--- src/rtl/ser2w_pkg.sv ---
// Shared types and constants for the two-wire slave engine.
package ser2w_pkg;
    // Protocol FSM states.
    typedef enum logic [3:0] {
        ST_IDLE,
        ST_ADDR,
        ST_ADDR_END,
        ST_ACK_ADDR,
        ST_WR_BITS,
        ST_WR_END,
        ST_WR_ACK,
        ST_RD_BITS,
        ST_RD_ACK,
        ST_RD_NEXT,
        ST_WAIT_STOP
    } ser2w_state_e;

    // Device type code compared against address bits 7:4.
    localparam logic [3:0] SER2W_TYPE_ID = 4'b0101;
endpackage

--- src/rtl/ser2w_sync.sv ---
// Multi-stage synchronizer for asynchronous bus lines.
// Assumes the inputs are open-drain wires that idle high, so every stage resets to 1.
module ser2w_sync #(
    parameter int WIDTH  = 2,
    parameter int STAGES = 2
) (
    input  logic             clk,
    input  logic             rst_n,
    input  logic [WIDTH-1:0] d_i,
    output logic [WIDTH-1:0] q_o
);
    logic [WIDTH-1:0] stg [STAGES];

    // First stage samples the raw wires.
    always_ff @(posedge clk) begin
        if (!rst_n) stg[0] <= '1;
        else        stg[0] <= d_i;
    end

    genvar g;
    generate
        for (g = 1; g < STAGES; g++) begin : g_stage
            // Each further stage re-times the previous one.
            always_ff @(posedge clk) begin
                if (!rst_n) stg[g] <= '1;
                else        stg[g] <= stg[g-1];
            end
        end
    endgenerate

    assign q_o = stg[STAGES-1];
endmodule

--- src/rtl/ser2w_cond.sv ---
// Bus condition detector: start, stop and SCL edges from synchronized lines.
// Assumes its inputs are already synchronous to clk.
module ser2w_cond (
    input  logic clk,
    input  logic rst_n,
    input  logic scl_s,
    input  logic sda_s,
    output logic start_o,
    output logic stop_o,
    output logic rise_o,
    output logic fall_o
);
    logic scl_q, sda_q;

    // Holds the previous synchronized sample of both lines.
    always_ff @(posedge clk) begin
        if (!rst_n) begin
            scl_q <= 1'b1;
            sda_q <= 1'b1;
        end else begin
            scl_q <= scl_s;
            sda_q <= sda_s;
        end
    end

    assign start_o = scl_s & scl_q & sda_q & ~sda_s;
    assign stop_o  = scl_s & scl_q & ~sda_q & sda_s;
    assign rise_o  = scl_s & ~scl_q;
    assign fall_o  = ~scl_s & scl_q;
endmodule

--- src/rtl/ser2w_busy.sv ---
// Write-commit busy timer: counts down CYCLES clocks after a load pulse.
// Assumes a new load may restart the count at any time.
module ser2w_busy #(
    parameter int CYCLES = 250000
) (
    input  logic clk,
    input  logic rst_n,
    input  logic load_i,
    output logic busy_o
);
    localparam int CW = $clog2(CYCLES + 1);
    logic [CW-1:0] cnt;

    // Loads the window length, then counts down to zero.
    always_ff @(posedge clk) begin
        if (!rst_n)         cnt <= '0;
        else if (load_i)    cnt <= CW'(CYCLES);
        else if (cnt != '0) cnt <= cnt - 1'b1;
    end

    assign busy_o = (cnt != '0);
endmodule

--- src/rtl/ser2w_slave.sv ---
// Two-wire slave front end: address match, acknowledge, byte receive and send,
// and a post-commit busy window that suppresses acknowledges.
// Assumes the system clock is at least 8x faster than SCL.
module ser2w_slave
    import ser2w_pkg::*;
#(
    parameter logic [3:0] TYPE_ID     = SER2W_TYPE_ID,
    parameter int         BUSY_CYCLES = 250000,
    parameter int         SYNC_STAGES = 2
) (
    input  logic       clk,
    input  logic       rst_n,
    input  logic       scl_i,
    input  logic       sda_i,
    output logic       sda_pull_o,
    input  logic [2:0] pin_addr_i,
    input  logic       ud_cs_n_i,
    output logic       rx_valid_o,
    output logic [7:0] rx_data_o,
    input  logic [7:0] tx_data_i,
    output logic       tx_load_o
);
    localparam int BITS = 8;
    localparam int CNTW = $clog2(BITS);
    localparam logic [CNTW-1:0] LAST = CNTW'(BITS - 1);

    logic [1:0]      sync_q;
    logic            scl_s, sda_s;
    logic            start, stop, rise, fall;
    logic            busy, busy_go;
    ser2w_state_e    state;
    logic [BITS-1:0] shreg;
    logic [CNTW-1:0] cnt;
    logic            rd, wr_seen;
    logic            addr_hit;

    ser2w_sync #(.WIDTH(2), .STAGES(SYNC_STAGES)) u_sync (
        .clk(clk), .rst_n(rst_n), .d_i({scl_i, sda_i}), .q_o(sync_q)
    );
    assign scl_s = sync_q[1];
    assign sda_s = sync_q[0];

    ser2w_cond u_cond (
        .clk(clk), .rst_n(rst_n), .scl_s(scl_s), .sda_s(sda_s),
        .start_o(start), .stop_o(stop), .rise_o(rise), .fall_o(fall)
    );

    ser2w_busy #(.CYCLES(BUSY_CYCLES)) u_busy (
        .clk(clk), .rst_n(rst_n), .load_i(busy_go), .busy_o(busy)
    );

    assign addr_hit = (shreg[7:1] == {TYPE_ID, pin_addr_i});

    // Protocol sequencer: bus conditions first, then per-state bit handling.
    always_ff @(posedge clk) begin
        if (!rst_n) begin
            state      <= ST_IDLE;
            shreg      <= '0;
            cnt        <= '0;
            rd         <= 1'b0;
            wr_seen    <= 1'b0;
            sda_pull_o <= 1'b0;
            rx_valid_o <= 1'b0;
            rx_data_o  <= '0;
            tx_load_o  <= 1'b0;
            busy_go    <= 1'b0;
        end else begin
            rx_valid_o <= 1'b0;
            tx_load_o  <= 1'b0;
            busy_go    <= 1'b0;
            if (!ud_cs_n_i) begin
                state      <= ST_IDLE;
                sda_pull_o <= 1'b0;
                wr_seen    <= 1'b0;
            end else if (start) begin
                state      <= ST_ADDR;
                cnt        <= '0;
                sda_pull_o <= 1'b0;
            end else if (stop) begin
                busy_go    <= wr_seen;
                wr_seen    <= 1'b0;
                state      <= ST_IDLE;
                sda_pull_o <= 1'b0;
            end else begin
                case (state)
                    ST_ADDR, ST_WR_BITS: begin
                        if (rise) begin
                            shreg <= {shreg[BITS-2:0], sda_s};
                            if (cnt == LAST)
                                state <= (state == ST_ADDR) ? ST_ADDR_END : ST_WR_END;
                            else
                                cnt <= cnt + 1'b1;
                        end
                    end
                    ST_ADDR_END: begin
                        if (fall) begin
                            if (addr_hit && !busy) begin
                                sda_pull_o <= 1'b1;
                                rd         <= shreg[0];
                                state      <= ST_ACK_ADDR;
                            end else begin
                                state <= ST_WAIT_STOP;
                            end
                        end
                    end
                    ST_ACK_ADDR, ST_RD_NEXT: begin
                        if (fall) begin
                            cnt <= '0;
                            if (state == ST_RD_NEXT || rd) begin
                                shreg      <= tx_data_i;
                                sda_pull_o <= ~tx_data_i[BITS-1];
                                tx_load_o  <= 1'b1;
                                state      <= ST_RD_BITS;
                            end else begin
                                sda_pull_o <= 1'b0;
                                state      <= ST_WR_BITS;
                            end
                        end
                    end
                    ST_WR_END: begin
                        if (fall) begin
                            sda_pull_o <= 1'b1;
                            rx_valid_o <= 1'b1;
                            rx_data_o  <= shreg;
                            wr_seen    <= 1'b1;
                            state      <= ST_WR_ACK;
                        end
                    end
                    ST_WR_ACK: begin
                        if (fall) begin
                            sda_pull_o <= 1'b0;
                            cnt        <= '0;
                            state      <= ST_WR_BITS;
                        end
                    end
                    ST_RD_BITS: begin
                        if (fall) begin
                            if (cnt == LAST) begin
                                sda_pull_o <= 1'b0;
                                state      <= ST_RD_ACK;
                            end else begin
                                shreg      <= {shreg[BITS-2:0], 1'b0};
                                sda_pull_o <= ~shreg[BITS-2];
                                cnt        <= cnt + 1'b1;
                            end
                        end
                    end
                    ST_RD_ACK: begin
                        if (rise) state <= sda_s ? ST_WAIT_STOP : ST_RD_NEXT;
                    end
                    default: ;
                endcase
            end
        end
    end
endmodule

--- config.mk ---
export PLATFORM = sky130hd
export DESIGN_NAME = ser2w_slave
export DESIGN_NICKNAME = d
export VERILOG_FILES = /design/src/rtl/ser2w_pkg.sv /design/src/rtl/ser2w_sync.sv /design/src/rtl/ser2w_cond.sv /design/src/rtl/ser2w_busy.sv /design/src/rtl/ser2w_slave.sv
export SDC_FILE = /design/constraint.sdc
export NUM_CORES = 1
export LEC_CHECK = 0
export BUFFER_PORTS_ARGS = -buffer_cell sky130_fd_sc_hd__buf_2
export CORE_AREA = 4 4 75 77
export CTS_CLUSTER_SIZE = 20
export DETAILED_ROUTE_END_ITERATION = 10
export DIE_AREA = 0 0 79 81
export PLACE_DENSITY = 0.77
export SLEW_MARGIN = 25
export SYNTH_ARGS = -nofsm -noshare
export SYNTH_HDL_FRONTEND = slang
export SYNTH_SLANG_ARGS = --single-unit
--- constraint.sdc ---
create_clock -name clk -period 2.4 [get_ports clk]
set_clock_uncertainty 0.05 [all_clocks]
set_input_delay 0.12 -clock clk [delete_from_list [all_inputs] [get_ports clk]]
set_output_delay 0.12 -clock clk [all_outputs]
set_load 0.02 [all_outputs]
Word-level counts from Yosys, hierarchy flattened. Memories as Yosys holds them, arrays and structs flattened. Cells that the tools add are included.

Add/sub/neg operators: 2. Eq/ne operators: 36. Multiplexer cells: 48. Bitwise logic cells: 22. Reductions and logical operators: 29.

Operators by type and width (count): 4-bit two-way mux (10); 8-bit two-way mux (5); 18-bit two-way mux (2); 4-bit != test, second input constant (9); 4-bit case mux with 7 select lines (1); 2-bit != test, second input constant (13); 8-bit case mux with 3 select lines (1); 3-bit two-way mux (7); 10-bit AND reduction (2); 18-bit nonzero test (1); 18-bit by 1-bit subtractor with 18-bit output, second input constant (1); 4-bit by 3-bit == test with 1-bit output, second input constant (4); 1-bit two-way mux (16); 1-bit inverter (13); 6-bit AND reduction (2); 3-bit case mux with 3 select lines (1); 9-bit AND reduction (1); 9-bit nonzero test (1); 4-bit by 2-bit == test with 1-bit output, second input constant (2); 4-bit == test, second input constant (2); 2-bit two-way mux (4); 4-bit OR reduction (2); 1-bit bitwise AND (7); 7-bit by 6-bit == test with 1-bit output (1); other kinds (23) (29).

Flip-flop bits (word level): 49. Bits in writable memories: 4. Input port bits: 16. Output and inout bits: 11. Memories: 1.

Memories: u_sync.stg (words 2, bits a word 2, rd ports 2, clocked after Yosys merged registers in 0, wr ports 2, RTL line ser2w_sync.sv:12) `logic [WIDTH-1:0] stg [STAGES];`.

Depth between registers and ports, before layout.
Word-level depth: 8. Mapped depth: 9. Mapped depth without buffers: 8.

Modules after synthesis. A second synthesis with hierarchy kept.

Cells, all modules: 362. Area total of the unflattened synthesis: 3062.9 µm².

By module, submodules not included: ser2w_slave (times used 1, cells an instance 223, area an instance 1874.3 µm², seq. area each 580.6 µm²); ser2w_busy (times used 1, cells an instance 123, area an instance 998.5 µm², seq. area each 360.3 µm²); ser2w_sync (times used 1, cells an instance 8, area an instance 105.1 µm², seq. area each 80.1 µm²); ser2w_cond (times used 1, cells an instance 8, area an instance 85.1 µm², seq. area each 40.0 µm²).

Worst setup path after synthesis. OpenSTA, ideal clock, no wires.

Kind: register to register. Start point: reg u_busy.cnt[0]. End point: reg u_busy.cnt[7]. Library setup time: 120 ps. Arrival time: 1706 ps. Required time: 2230 ps. Path slack: 525 ps. Cell stages (with the launch flop): 9. Path buffers: 0. Period minus slack after synthesis: 1875 ps. Cell sequence: dfxtp_1 > inv_1 > ha_1 > nor3b_2 > and2_1 > nand2_2 > nand2_1 > o41a_1 > o31a_1.

Word-level cells in the longest chain between the ends: 3.

RTL lines: start: declaration (RTL line ser2w_busy.sv:12) `logic [CW-1:0] cnt;`; start signal: assignment (RTL line ser2w_busy.sv:17) `else if (load_i) cnt <= CW'(CYCLES);`; start signal: assignment (RTL line ser2w_busy.sv:18) `else if (cnt != '0) cnt <= cnt - 1'b1;`; 18-bit by 1-bit subtractor with 18-bit output (RTL line ser2w_busy.sv:18); 18-bit two-way mux (RTL line ser2w_busy.sv:18); 18-bit two-way mux (RTL line ser2w_busy.sv:17).

Several ways; a longest one is shown, not always the timed one. The select of a mux whose other input is x is not followed. A chain may end at the register's enable or synchronous reset.

Worst setup path in the final report.
Start point: reg cnt[0]. End point: reg state[2].

Word-level cells in the longest chain between the ends: 3.

RTL lines: start: declaration (RTL line ser2w_slave.sv:33) `logic [CNTW-1:0] cnt;`; start signal: assignment (RTL line ser2w_slave.sv:92) `cnt <= cnt + 1'b1;`; start signal: assignment (RTL line ser2w_slave.sv:144) `cnt <= cnt + 1'b1;`; 3-bit == test (*) (RTL line ser2w_slave.sv:89, ser2w_slave.sv:138); 2-bit != test (no source line); 10-bit AND reduction (no source line) (*); end signal: assignment (RTL line ser2w_slave.sv:90) `state <= (state == ST_ADDR) ? ST_ADDR_END : ST_WR_END;`; end signal: assignment (RTL line ser2w_slave.sv:149) `if (rise) state <= sda_s ? ST_WAIT_STOP : ST_RD_NEXT;`; end: declaration (RTL line ser2w_slave.sv:31) `ser2w_state_e state;`.

Every way passes the cells marked *; elsewhere a longest branch is shown, timed or not.

==> results_dict.tcl <==
set metrics [dict create \
    io_buffers 26 \
    worstHoldStart "tx_data_i[3]" \
    clock_tree.root_cell "clkbuf_8" \
    rsz0062_at_grt "false" \
    first_pass_iters 5 \
    routabilityCongestion 0.981 \
    status "finished clean" \
    h-tree-depth 2 \
    die_area_mm2 0.00640 \
    routed_wl_mm 5.90 \
    powerDensity_mw_per_mm2 685 \
    path_class "flip-flop to flip-flop" \
    hold_viol 0 \
    setup_tns_ps 0 \
    cts.sinks 53 \
    drc 0 \
    ant_nets 0 \
    ioPinCount 27 \
    drt_iter0_drc 219 \
    synthCells 326 \
    ir_drop_v 0.000447 \
    r2r_end "state[2]" \
    grt_max_degree 21 \
    setup.worst_path.start "cnt[0]" \
    ff2ff_setup_slack_ps 290 \
    nNetsFinal 367 \
    drive_gt1_frac 0.169 \
    post-route-period-util 0.879 \
    dpl.hpwl_mm 4.24 \
    hp-class "input pin to flip-flop" \
    critical_path.endpoint "state[2]" \
    synth_cell_type_count 63 \
    avgSynthCellArea_um2 8.73 \
    r2r-start "cnt[0]" \
    crit_arrival_ps 2280 \
    antenna_found_initial 0 \
    synth_area_mm2 0.00285 \
    cap_violations 0 \
    period_needed_ps 2110 \
    cts_tree "yes" \
    finalNonFillerCells 419 \
    antennaDiodeCount 0 \
    post_cts_buffers 0 \
    synth_nets 345 \
    clkTransAtPathRegs_ps 110 \
    endpoint_kind "flip-flop" \
    clkLatencyLatePin_ps 310 \
    wl_per_cell_um 14.1 \
    synth-seq-area-share 0.373 \
    postCtsHoldBufs 2 \
    cts.path.max_buffers 2 \
    fmax_mhz 474 \
    grt_overflow 0 \
    ys.flop_type "dfxtp_1" \
    area_delta_synth_final_pct 9.36 \
    synthArstFlopShare 0 \
    cp.required_ps 2570 \
    ys_ff_latch 53 \
    synth_edf_count 0 \
    worst_pin_slew_ps 634 \
    grt_pass1_vias 2276 \
    place_inst 409 \
    start_kind "flip-flop" \
    routed_via_density 5.79 \
    yosysWarnings 0 \
    leakage_uw 0.00124 \
    final_cell_mix "dfxtp_1 (53), nor2_1 (44), nand2_1 (27)" \
    setup_violations 0 \
    cp_max_fo 7 \
    core-area_mm2 0.00501 \
    die_height_um 81 \
    cts_buffers 5 \
    r2r_cells 8 \
    fin_util 0.621 \
    grt_pass1_wl_mm 10.1 \
    via_count 2424 \
    start_util 0.568 \
    fp.dieW_um 79 \
    cts_resized 0 \
    slew_headroom 0.577 \
    grtUsageTotal 0.197 \
    num_rows 26 \
    drv_slew 0 \
    final_common_cell "dfxtp_1" \
]
[cell families (layout without fill, tap and decap cells)]
group / count (synthesis) / count (layout) / share of synthesized area
simple gates: 135 / 135 / 0.258
fa+ha+maj: 3 / 3 / 0.0132
compound gates: 72 / 72 / 0.188
flops: 53 / 53 / 0.373
xor+xnor: 15 / 15 / 0.0462
buf+inv: 28 / 51 / 0.0523
mux: 20 / 20 / 0.0703
[how the worst min path moves through the flow]
stage                     slack [ps]  cells past startpoint                to
final                             90                      3          shreg[3]
after global routing              90                      3          shreg[2]
after CTS                         90                      3          shreg[3]
after detailed placement         260                      2  u_sync.stg[0][1]
after global placement           250                      2  u_sync.stg[0][1]
after floorplan                  170                      1  u_sync.stg[0][0]
[where the power goes]
group	leakage (uW)	internal, uW	switching, uW	total, uW
logic	0.000764	251	308	559
registers	0.000431	960	83.1	1040
clock network	0.0000447	211	320	532
[cell usage after synthesis, types with 3 or more instances]
| library cell | count | area [um2] |
|---|---|---|
| ha_1 | 3 | 37.5 |
| nand3_1 | 10 | 50.1 |
| buf_2 | 7 | 35.0 |
| nor4_1 | 4 | 25.0 |
| nor3_1 | 7 | 35.0 |
| a211oi_1 | 9 | 67.6 |
| a21oi_1 | 15 | 75.1 |
| nand3b_1 | 4 | 30.0 |
| nor4_4 | 3 | 63.8 |
| o21a_1 | 5 | 37.5 |
| nand2_1 | 27 | 101 |
| inv_1 | 8 | 30.0 |
| clkbuf_1 | 7 | 26.3 |
| nand2b_1 | 11 | 68.8 |
| nor2b_1 | 6 | 37.5 |
| o21ai_0 | 14 | 70.1 |
| xor2_1 | 11 | 96.3 |
| nor2_1 | 44 | 165 |
| a31oi_1 | 3 | 18.8 |
| dfxtp_1 | 53 | 1060 |
| mux2i_1 | 20 | 200 |
| xnor2_1 | 4 | 35.0 |
[cell type report]
class | count | area (um2)
inverters | 9 | 38.8
clock buffers | 5 | 68.8
well taps | 70 | 87.6
multi-input cells | 245 | 1640
fillers | 473 | 1900
flip-flops and latches | 53 | 1060
repair buffers | 34 | 195
clock inverters | 3 | 25.0
[stage by stage]
| stage | setup slack [ps] | hold WS (ps) | cell area [um2] | power (uW) |
|---|---|---|---|---|
| finish | 292 | 89.3 | 3110 | 2130 |
| global route | 87.1 | 91.6 | 3110 | 2270 |
| CTS | 302 | 90.9 | 3110 | 2140 |
| floorplan | 525 | 171 | 2850 | 1510 |
| global placement | 429 | 251 | 3000 | 1600 |
| detailed placement | 296 | 255 | 3000 | 1620 |
[layer usage]
| layer | routed length [um] | global-route usage | part of all wire | vias up |
|---|---|---|---|---|
| met5 | 0 | 0 | 0 | - |
| met4 | 142 | 0.0739 | 0.024 | 0 |
| met3 | 364 | 0.0554 | 0.062 | 22 |
| met2 | 2650 | 0.318 | 0.45 | 80 |
| met1 | 2740 | 0.251 | 0.46 | 1122 |
| li1 | - | - | - | 1200 |
[critical path: stages, from the launching register on]
cell and delay [ps]:
dfxtp_1 360, ha_1 160, ha_1 280, and3b_1 200
o21ai_0 140, nand3_1 130, a31oi_4 260, o21ai_0 130
a221oi_1 300
[flip-flops by register name (all words and copies together) (netlist names), 3 cells and up]
| signal | flops |
|---|---|
| u_sync.stg | 4 |
| cnt | 3 |
| rx_data_o | 8 |
| u_busy.cnt | 18 |
| shreg | 8 |
| state | 4 |
(Power assumes the default switching activity.)
